### src/rtl/dvfs_pkg.sv
package dvfs_pkg;

  typedef enum logic [3:0] {
    RG_STATUS = 4'd0,
    RG_NDOM   = 4'd1,
    RG_DIDX   = 4'd2,
    RG_LAT    = 4'd3,
    RG_SEL    = 4'd4,
    RG_LVL    = 4'd5,
    RG_ACK    = 4'd6,
    RG_NLVL   = 4'd7,
    RG_LSEL   = 4'd8,
    RG_FREQ   = 4'd9,
    RG_VOLT   = 4'd10
  } reg_e;

  localparam int unsigned RG_LAST = 10;

  // identifier of the domain at a given position
  function automatic logic [31:0] dom_id_of(input int unsigned pos);
    return 32'(2 * pos);
  endfunction

  // number of performance levels of a domain
  function automatic logic [31:0] lvl_count(input int unsigned pos, input int unsigned max_lvl);
    return 32'(max_lvl - (pos % 2));
  endfunction

  function automatic logic [31:0] freq_khz(input int unsigned pos, input int unsigned lvl);
    return 32'(500000 * (lvl + 1) + 100000 * pos);
  endfunction

  function automatic logic [31:0] volt_uv(input int unsigned pos, input int unsigned lvl);
    return 32'(800000 + 50000 * lvl + 25000 * pos);
  endfunction

  function automatic int unsigned lat_cycles(input int unsigned ns, input int unsigned clk_ns);
    return (ns + clk_ns - 1) / clk_ns;
  endfunction

endpackage

### src/rtl/dvfs_decode.sv
module dvfs_decode
  import dvfs_pkg::*;
#(
  parameter int AW = 8
) (
  input  logic          en,
  input  logic          req_valid,
  input  logic          req_write,
  input  logic [AW-1:0] req_addr,
  output reg_e          idx,
  output logic          hit_rd,
  output logic          hit_wr,
  output logic          err
);
  localparam int WW = AW - 2;

  logic [WW-1:0] word;
  logic          aligned;
  logic          in_rng;
  logic          writable;
  logic          active;

  assign word    = req_addr[AW-1:2];
  assign aligned = (req_addr[1:0] == 2'b00);
  assign in_rng  = (word <= WW'(RG_LAST));
  assign idx     = in_rng ? reg_e'(word[3:0]) : RG_STATUS;
  assign active  = en && req_valid;

  always_comb begin
    case (idx)
      RG_DIDX, RG_SEL, RG_LVL, RG_LSEL: writable = 1'b1;
      default:                          writable = 1'b0;
    endcase
  end

  assign err    = active && (!aligned || !in_rng || (req_write && !writable));
  assign hit_rd = active && !req_write && !err;
  assign hit_wr = active &&  req_write && !err;
endmodule

### src/rtl/dvfs_ack_timer.sv
module dvfs_ack_timer #(
  parameter int LAT_CYC = 20
) (
  input  logic clk,
  input  logic rst_n,
  input  logic start,
  input  logic clr,
  output logic ack,
  output logic busy,
  output logic expire
);
  localparam int CW = $clog2(LAT_CYC + 1);

  logic [CW-1:0] cnt;

  // a restart on the last cycle cancels the pending expiry
  assign expire = (cnt == CW'(1)) && !start;
  assign busy   = (cnt != '0);

  always_ff @(posedge clk or negedge rst_n) begin
    if (!rst_n) begin
      cnt <= '0;
    end else if (start) begin
      cnt <= CW'(LAT_CYC);
    end else if (busy) begin
      cnt <= cnt - CW'(1);
    end
  end

  always_ff @(posedge clk or negedge rst_n) begin
    if (!rst_n) begin
      ack <= 1'b0;
    end else if (expire) begin
      ack <= 1'b1;
    end else if (clr) begin
      ack <= 1'b0;
    end
  end
endmodule

### src/rtl/dvfs_level_bank.sv
module dvfs_level_bank
  import dvfs_pkg::*;
#(
  parameter int NUM_DOM = 3,
  parameter int MAX_LVL = 4,
  parameter int LW      = 2,
  parameter int IW      = 2
) (
  input  logic                  clk,
  input  logic                  rst_n,
  input  logic                  wr_lvl,
  input  logic [IW-1:0]         sel_pos,
  input  logic [31:0]           wdata,
  output logic [NUM_DOM*LW-1:0] levels,
  output logic [LW-1:0]         cur_lvl,
  output logic                  accept
);
  logic [31:0] count;
  logic        lvl_ok;

  always_comb begin
    cur_lvl = '0;
    for (int d = 0; d < NUM_DOM; d++) begin
      if (sel_pos == IW'(d)) cur_lvl = levels[d*LW +: LW];
    end
  end

  assign count  = lvl_count(int'(sel_pos), MAX_LVL);
  assign lvl_ok = (wdata < count) && (wdata[LW-1:0] != cur_lvl);
  assign accept = wr_lvl && lvl_ok;

  for (genvar d = 0; d < NUM_DOM; d++) begin : g_dom
    logic [LW-1:0] q;
    always_ff @(posedge clk or negedge rst_n) begin
      if (!rst_n) begin
        q <= '0;
      end else if (accept && (sel_pos == IW'(d))) begin
        q <= wdata[LW-1:0];
      end
    end
    assign levels[d*LW +: LW] = q;
  end
endmodule

### src/rtl/dvfs_regif.sv
module dvfs_regif
  import dvfs_pkg::*;
#(
  parameter int AW      = 8,
  parameter int NUM_DOM = 3,
  parameter int MAX_LVL = 4,
  parameter int LAT_NS  = 200,
  parameter int CLK_NS  = 10,
  parameter int LW      = (MAX_LVL > 1) ? $clog2(MAX_LVL) : 1
) (
  input  logic                  clk,
  input  logic                  rst_n,
  input  logic                  en,
  input  logic                  req_valid,
  input  logic                  req_write,
  input  logic [AW-1:0]         req_addr,
  input  logic [31:0]           req_wdata,
  output logic [31:0]           rsp_rdata,
  output logic                  rsp_err,
  output logic [NUM_DOM*LW-1:0] level_o
);
  localparam int IW      = (NUM_DOM > 1) ? $clog2(NUM_DOM) : 1;
  localparam int LAT_CYC = lat_cycles(LAT_NS, CLK_NS);

  reg_e        idx;
  logic        hit_rd;
  logic        hit_wr;
  logic [31:0] sel_dom_q;
  logic [31:0] didx_q;
  logic [31:0] lsel_q;
  logic [IW-1:0] sel_pos;
  logic [LW-1:0] cur_lvl;
  logic [31:0] cnt_sel;
  logic        dom_ok;
  logic        accept_evt;
  logic        expire_evt;
  logic        ack_q;
  logic        ack_clr;
  logic        busy;
  logic [31:0] rd_val;

  dvfs_decode #(.AW(AW)) u_dec (
    .en(en), .req_valid(req_valid), .req_write(req_write), .req_addr(req_addr),
    .idx(idx), .hit_rd(hit_rd), .hit_wr(hit_wr), .err(rsp_err)
  );

  assign sel_pos = sel_dom_q[IW:1];
  assign dom_ok  = !req_wdata[0] && (req_wdata[31:1] < 31'(NUM_DOM));
  assign cnt_sel = lvl_count(int'(sel_pos), MAX_LVL);

  dvfs_level_bank #(.NUM_DOM(NUM_DOM), .MAX_LVL(MAX_LVL), .LW(LW), .IW(IW)) u_bank (
    .clk(clk), .rst_n(rst_n),
    .wr_lvl(hit_wr && (idx == RG_LVL)),
    .sel_pos(sel_pos), .wdata(req_wdata),
    .levels(level_o), .cur_lvl(cur_lvl), .accept(accept_evt)
  );

  assign ack_clr = hit_rd && (idx == RG_ACK) && ack_q;

  dvfs_ack_timer #(.LAT_CYC(LAT_CYC)) u_tmr (
    .clk(clk), .rst_n(rst_n), .start(accept_evt), .clr(ack_clr),
    .ack(ack_q), .busy(busy), .expire(expire_evt)
  );

  always_ff @(posedge clk or negedge rst_n) begin
    if (!rst_n) begin
      sel_dom_q <= '0;
      didx_q    <= '0;
      lsel_q    <= '0;
    end else if (hit_wr) begin
      case (idx)
        RG_DIDX: didx_q <= req_wdata;
        RG_SEL:  if (dom_ok) sel_dom_q <= req_wdata;
        RG_LSEL: lsel_q <= req_wdata;
        default: ;
      endcase
    end
  end

  always_comb begin
    rd_val = '0;
    case (idx)
      RG_STATUS: rd_val = 32'd1;
      RG_NDOM:   rd_val = 32'(NUM_DOM);
      RG_DIDX:   rd_val = (didx_q < 32'(NUM_DOM)) ? dom_id_of(didx_q) : 32'hFFFF_FFFF;
      RG_LAT:    rd_val = 32'(LAT_NS);
      RG_SEL:    rd_val = sel_dom_q;
      RG_LVL:    rd_val = 32'(cur_lvl);
      RG_ACK:    rd_val = {31'd0, ack_q};
      RG_NLVL:   rd_val = cnt_sel;
      RG_LSEL:   rd_val = lsel_q;
      RG_FREQ:   rd_val = (lsel_q < cnt_sel) ? freq_khz(int'(sel_pos), lsel_q) : 32'd0;
      RG_VOLT:   rd_val = (lsel_q < cnt_sel) ? volt_uv(int'(sel_pos), lsel_q) : 32'd0;
      default:   rd_val = '0;
    endcase
  end

  assign rsp_rdata = hit_rd ? rd_val : 32'd0;
endmodule

### config.mk
export PLATFORM = sky130hd
export DESIGN_NAME = dvfs_regif
export DESIGN_NICKNAME = d
export VERILOG_FILES = /design/src/rtl/dvfs_pkg.sv /design/src/rtl/dvfs_decode.sv /design/src/rtl/dvfs_ack_timer.sv /design/src/rtl/dvfs_level_bank.sv /design/src/rtl/dvfs_regif.sv
export SDC_FILE = /design/constraint.sdc
export NUM_CORES = 1
export LEC_CHECK = 0
export ABC_AREA = 1
export ABC_CLOCK_PERIOD_IN_PS = 10230
export BUFFER_PORTS_ARGS = -buffer_cell sky130_fd_sc_hd__clkbuf_2
export CAP_MARGIN = 20
export CORE_MARGIN = 2
export CORE_UTILIZATION = 60
export DETAILED_ROUTE_END_ITERATION = 6
export PLACE_DENSITY_LB_ADDON = 0.25
export SLEW_MARGIN = 20
export SYNTH_ARGS = -nofsm -noshare
export SYNTH_HDL_FRONTEND = slang
export SYNTH_SLANG_ARGS = --single-unit
### constraint.sdc
create_clock -name clk -period 10.23 [get_ports clk]
set_clock_uncertainty 0.05 [all_clocks]
set_input_delay 2.046 -clock clk [delete_from_list [all_inputs] [get_ports clk]]
set_output_delay 2.046 -clock clk [all_outputs]
set_load 0.005 [all_outputs]
==> flow_summary_export.csv <==
group,metric,value,unit
placement,gp_congestion,1.03,
power_and_ir_drop,comb_power_share,84.7,%
synthesis,syn_nets,2838,
synthesis,fraction_of_post_synthesis_cell_area_in_the_top_cell_type_by_area,17.3,%
route,firstDrtPassIters,6,
critical_path,worstPathArrival,7.71,ns
floorplanning,die_height,173,um
power_and_ir_drop,totalPowerFinal,4990,uW
global_routing,grt_remaining_overflow,0,
clock_tree,cts_made_buffers,9,
route,drt_drc_violations_left,0,
floorplanning,num_io_pins,84,
power_and_ir_drop,ir_worst_vdd,0.000294,V
timing,timing.final.crit_share,95.9,%
synthesis,syn-instance-count,2416,
clock_tree,cts_num_sinks,108,
floorplanning,placement_rows,62,
synthesis,postSynth.asyncResetShare,100,%
critical_path,cp-end-kind,"output pin",
timing,final-setup-viol-count,0,
route,detail-route-antenna-nets,0,
critical_path,worst-path-max-fanout,7,
route,via_count,16300,
placement,port-buffer-count,83,
timing,final-max-slew-violation-count,0,
global_routing,grt_first_pass_wirelength,87.0,mm
timing,relSlewSlack,31.1,%
power_and_ir_drop,clock_power_share,6.6,%
clock_tree,tritoncts,"built",
power_and_ir_drop,netSwitchingFraction,60.9,%
global_routing,first_global_vias,16300,
floorplanning,core_region_area,0.0285,sq mm
critical_path,critPathMaxStageDelay,0.54,ns
timing,highest_attainable_clock_frequency,102,MHz
synthesis,synthesized_flop_and_latch_total,108,
status,status,"finished, final reports clean",
worst_hold_path,worst_hold_path_type,"flip-flop to flip-flop",
synthesis,postSynthAreaPerCell,7.13,sq um
timing,final_hold_viol_count,0,
synthesis,post-synth-top-count-cell,"sky130_fd_sc_hd__nand2_1",
floorplanning,die_x,173,um
global_routing,largest_net_degree_at_the_start_of_global_routing,69,
layout,finalNonFillerCells,2891,
layout,final_layout_size_suffix_gt1_share,6.46,%
layout,final_area,0.0185,sq mm
clock_tree,cts_root_buffer,"sky130_fd_sc_hd__clkbuf_16",
global_routing,grt_use_total,37.1,%
global_routing,antenna_found_initial,1,
critical_path,crit_required,8.13,ns
synthesis,synth_cell_count_leaders,"sky130_fd_sc_hd__nand2_1 (574), sky130_fd_sc_hd__inv_1 (567), sky130_fd_sc_hd__ha_1 (238)",
clock_tree,worst_setup_hold_path_clk_slew,0.07,ns
synthesis,syn_area,0.0172,sq mm
synthesis,synthDistinctLibCells,49,
synthesis,synth_ff_type,"sky130_fd_sc_hd__dfrtp_1",
clock_tree,clock_path_buffers,2,
synthesis,synth_edf_count,0,
critical_path,critical_path_class,"flip-flop to output pin",
clock_tree,cts-hold-fix-buffers,0,
layout,nNetsFinal,2924,
route,detail_route.wirelength,55.4,mm
timing,fin_crit,9.81,ns
floorplanning,die_area,0.0301,sq mm
layout,area_delta_synth_final,7.18,%
timing,worst_slew_pin_slew,1.03,ns
floorplanning,floorplan.initialDensity,60.5,%
synthesis,ys.warnings.count,0,
critical_path,critical_path_most_common_cell,"sky130_fd_sc_hd__nand2_1",
power_and_ir_drop,p_per_area,270,mW/mm^2
power_and_ir_drop,power.net_switching,3040,uW
route,routed_wire_length_per_instance,19.2,um
critical_path,critical_path.startpoint_type,"flip-flop",
clock_tree,ctsHtreeMaxLevel,3,
placement,placed_area,0.0181,sq mm
critical_path,slowest_stage,"sky130_fd_sc_hd__fa_1",
route,post_detailed_route_via_to_cell_ratio,5.63,
clock_tree,clkLatencyLatePin,0.35,ns
power_and_ir_drop,seqPwrFrac,8.7,%
placement,detailedPlacementHpwl,47.9,mm
synthesis,synth_top_cells_by_area,"sky130_fd_sc_hd__ha_1 (17%), sky130_fd_sc_hd__fa_1 (16%), sky130_fd_sc_hd__dfrtp_1 (16%)",
power_and_ir_drop,p_leak,0.0107,uW
layout,n_fill_cell,2584,
synthesis,synth_top_cell_by_area,"sky130_fd_sc_hd__ha_1",
placement,dpl.cell_count,2872,
layout,insertedDiodeCount,0,
timing,final_hold_slack,0.424,ns
synthesis,synth_seq_area_share,15.7,%
job,max_cap_viols,0,
power_and_ir_drop,intPower,1950,uW
route,initialDrtViolationCount,1577,
==> cell type report <==
type	count	area, sq um	area share [%]
Multi-Input combinational cell	1703	12200	66.3
Inverter	573	2160	11.7
Clock buffer	12	246	1.33
Timing Repair Buffer	107	598	3.24
Clock inverter	4	32.5	0.176
Tap cell	384	480	2.60
Sequential cell	108	2720	14.7
==> timing repair <==
| item | in CTS | in global routing |
|---|---|---|
| resized for setup | 0 | 17 |
| buffers inserted | 0 | 3 |
| setup endpoints to repair | 0 | 7 |
==> cell usage in the layout, fill, tap and decap left out, types with 3 or more instances in the layout <==
master and count:
sky130_fd_sc_hd__a211oi_1 3, sky130_fd_sc_hd__o221ai_1 7, sky130_fd_sc_hd__clkbuf_16 9, sky130_fd_sc_hd__buf_4 25, sky130_fd_sc_hd__clkbuf_2 82, sky130_fd_sc_hd__inv_2 4, sky130_fd_sc_hd__or2_2 4, sky130_fd_sc_hd__o211ai_1 9
sky130_fd_sc_hd__a21oi_1 94, sky130_fd_sc_hd__nand3_1 126, sky130_fd_sc_hd__inv_1 567, sky130_fd_sc_hd__nand2_1 573, sky130_fd_sc_hd__nor2_1 155, sky130_fd_sc_hd__a21o_1 4, sky130_fd_sc_hd__nor3_1 12, sky130_fd_sc_hd__ha_1 238
sky130_fd_sc_hd__nand4_1 44, sky130_fd_sc_hd__o2111ai_1 4, sky130_fd_sc_hd__nor4_1 7, sky130_fd_sc_hd__nand3b_1 8, sky130_fd_sc_hd__fa_1 139, sky130_fd_sc_hd__dfrtp_1 98, sky130_fd_sc_hd__dfrtp_2 10, sky130_fd_sc_hd__nor2_2 4
sky130_fd_sc_hd__o21bai_1 3, sky130_fd_sc_hd__xor2_1 56, sky130_fd_sc_hd__xnor2_1 20, sky130_fd_sc_hd__a31oi_1 12, sky130_fd_sc_hd__o21ai_1 32, sky130_fd_sc_hd__nand2_2 4, sky130_fd_sc_hd__o21a_1 3, sky130_fd_sc_hd__a221oi_1 25
sky130_fd_sc_hd__o21ai_0 90
==> flip-flops by register name, summed over array words and instances (netlist names) <==
name / count
u_tmr.cnt: 5
sel_dom_q: 32
u_tmr.ack: 1
u_bank.g_dom.q: 6
lsel_q: 32
didx_q: 32
==> worst paths after layout <==
check | startpoint | to | slack [ns] | cells after the start
max | lsel_q[4]$_DFFE_PN0P_ | rsp_rdata[30] | 0.42 | 36
min | sel_dom_q[4]$_DFFE_PN0P_ | sel_dom_q[4]$_DFFE_PN0P_ | 0.42 | 2
max reg2reg | sel_dom_q[1]$_DFFE_PN0P_ | u_bank.g_dom[2].q[1]$_DFFE_PN0P_ | 7.22 | 12
min reg2reg | sel_dom_q[4]$_DFFE_PN0P_ | sel_dom_q[4]$_DFFE_PN0P_ | 0.42 | 2
max in group asynchronous | rst_n | lsel_q[10]$_DFFE_PN0P_ | 7.22 | 2
min in group asynchronous | rst_n | u_tmr.cnt[0]$_DFFE_PN0P_ | 1.61 | 1
==> worst max-delay path: cells and delay by family, from the launching register on <==
| family | cells | cell delay (ns) |
|---|---|---|
| buffers and inverters | 9 | 0.71 |
| and+or+nand+nor | 17 | 2.23 |
| AOI/OAI and AO/OA | 1 | 0.23 |
| adders and majority gates | 8 | 3.54 |
| DFF | 1 | 0.46 |
| xor gates and xnor gates | 1 | 0.17 |
==> layer usage <==
| metal | up-vias | part of all wire (%) | GRT usage (%) |
|---|---|---|---|
| met4 | 0 | 4.8 | 16.8 |
| met1 | 7624 | 42 | 49.3 |
| met2 | 740 | 45 | 60.7 |
| met3 | 148 | 7.8 | 4.96 |
| met5 | - | 0 | 0 |
| li1 | 7761 | - | - |
==> metrics by stage <==
| stage | utilization (%) | setup TNS, ns | worst slack [ns] |
|---|---|---|---|
| 2_1_floorplan | - | 0 | 1.66 |
| 3_5_place_dp | 63.6 | 0 | 0.526 |
| 4_1_cts | 64.6 | 0 | 0.150 |
| 3_3_place_gp | 63.6 | 0 | 0.720 |
| 5_1_grt | 64.9 | -0.0618 | -0.0618 |
| 6_report | 64.9 | 0 | 0.421 |
==> cells by family (layout without fill, tap and decap cells) <==
logic type	count (synthesis)	count (layout)	share of synthesized area, %
compound gates	297	297	10.0
xor+xnor	79	79	4.09
fa+ha+maj	378	378	33.5
buf+inv	605	696	13.5
flops	108	108	15.7
simple gates	949	949	23.2
==> power by group through the flow <==
stage	logic (uW)	registers, uW	clock network [uW]
3_3_place_gp	4020	443	0
2_1_floorplan	2990	441	0
5_1_grt	4780	435	347
3_5_place_dp	4120	443	0
4_1_cts	4140	435	333
6_report	4230	435	330
Power figures use the tool's default switching activity.
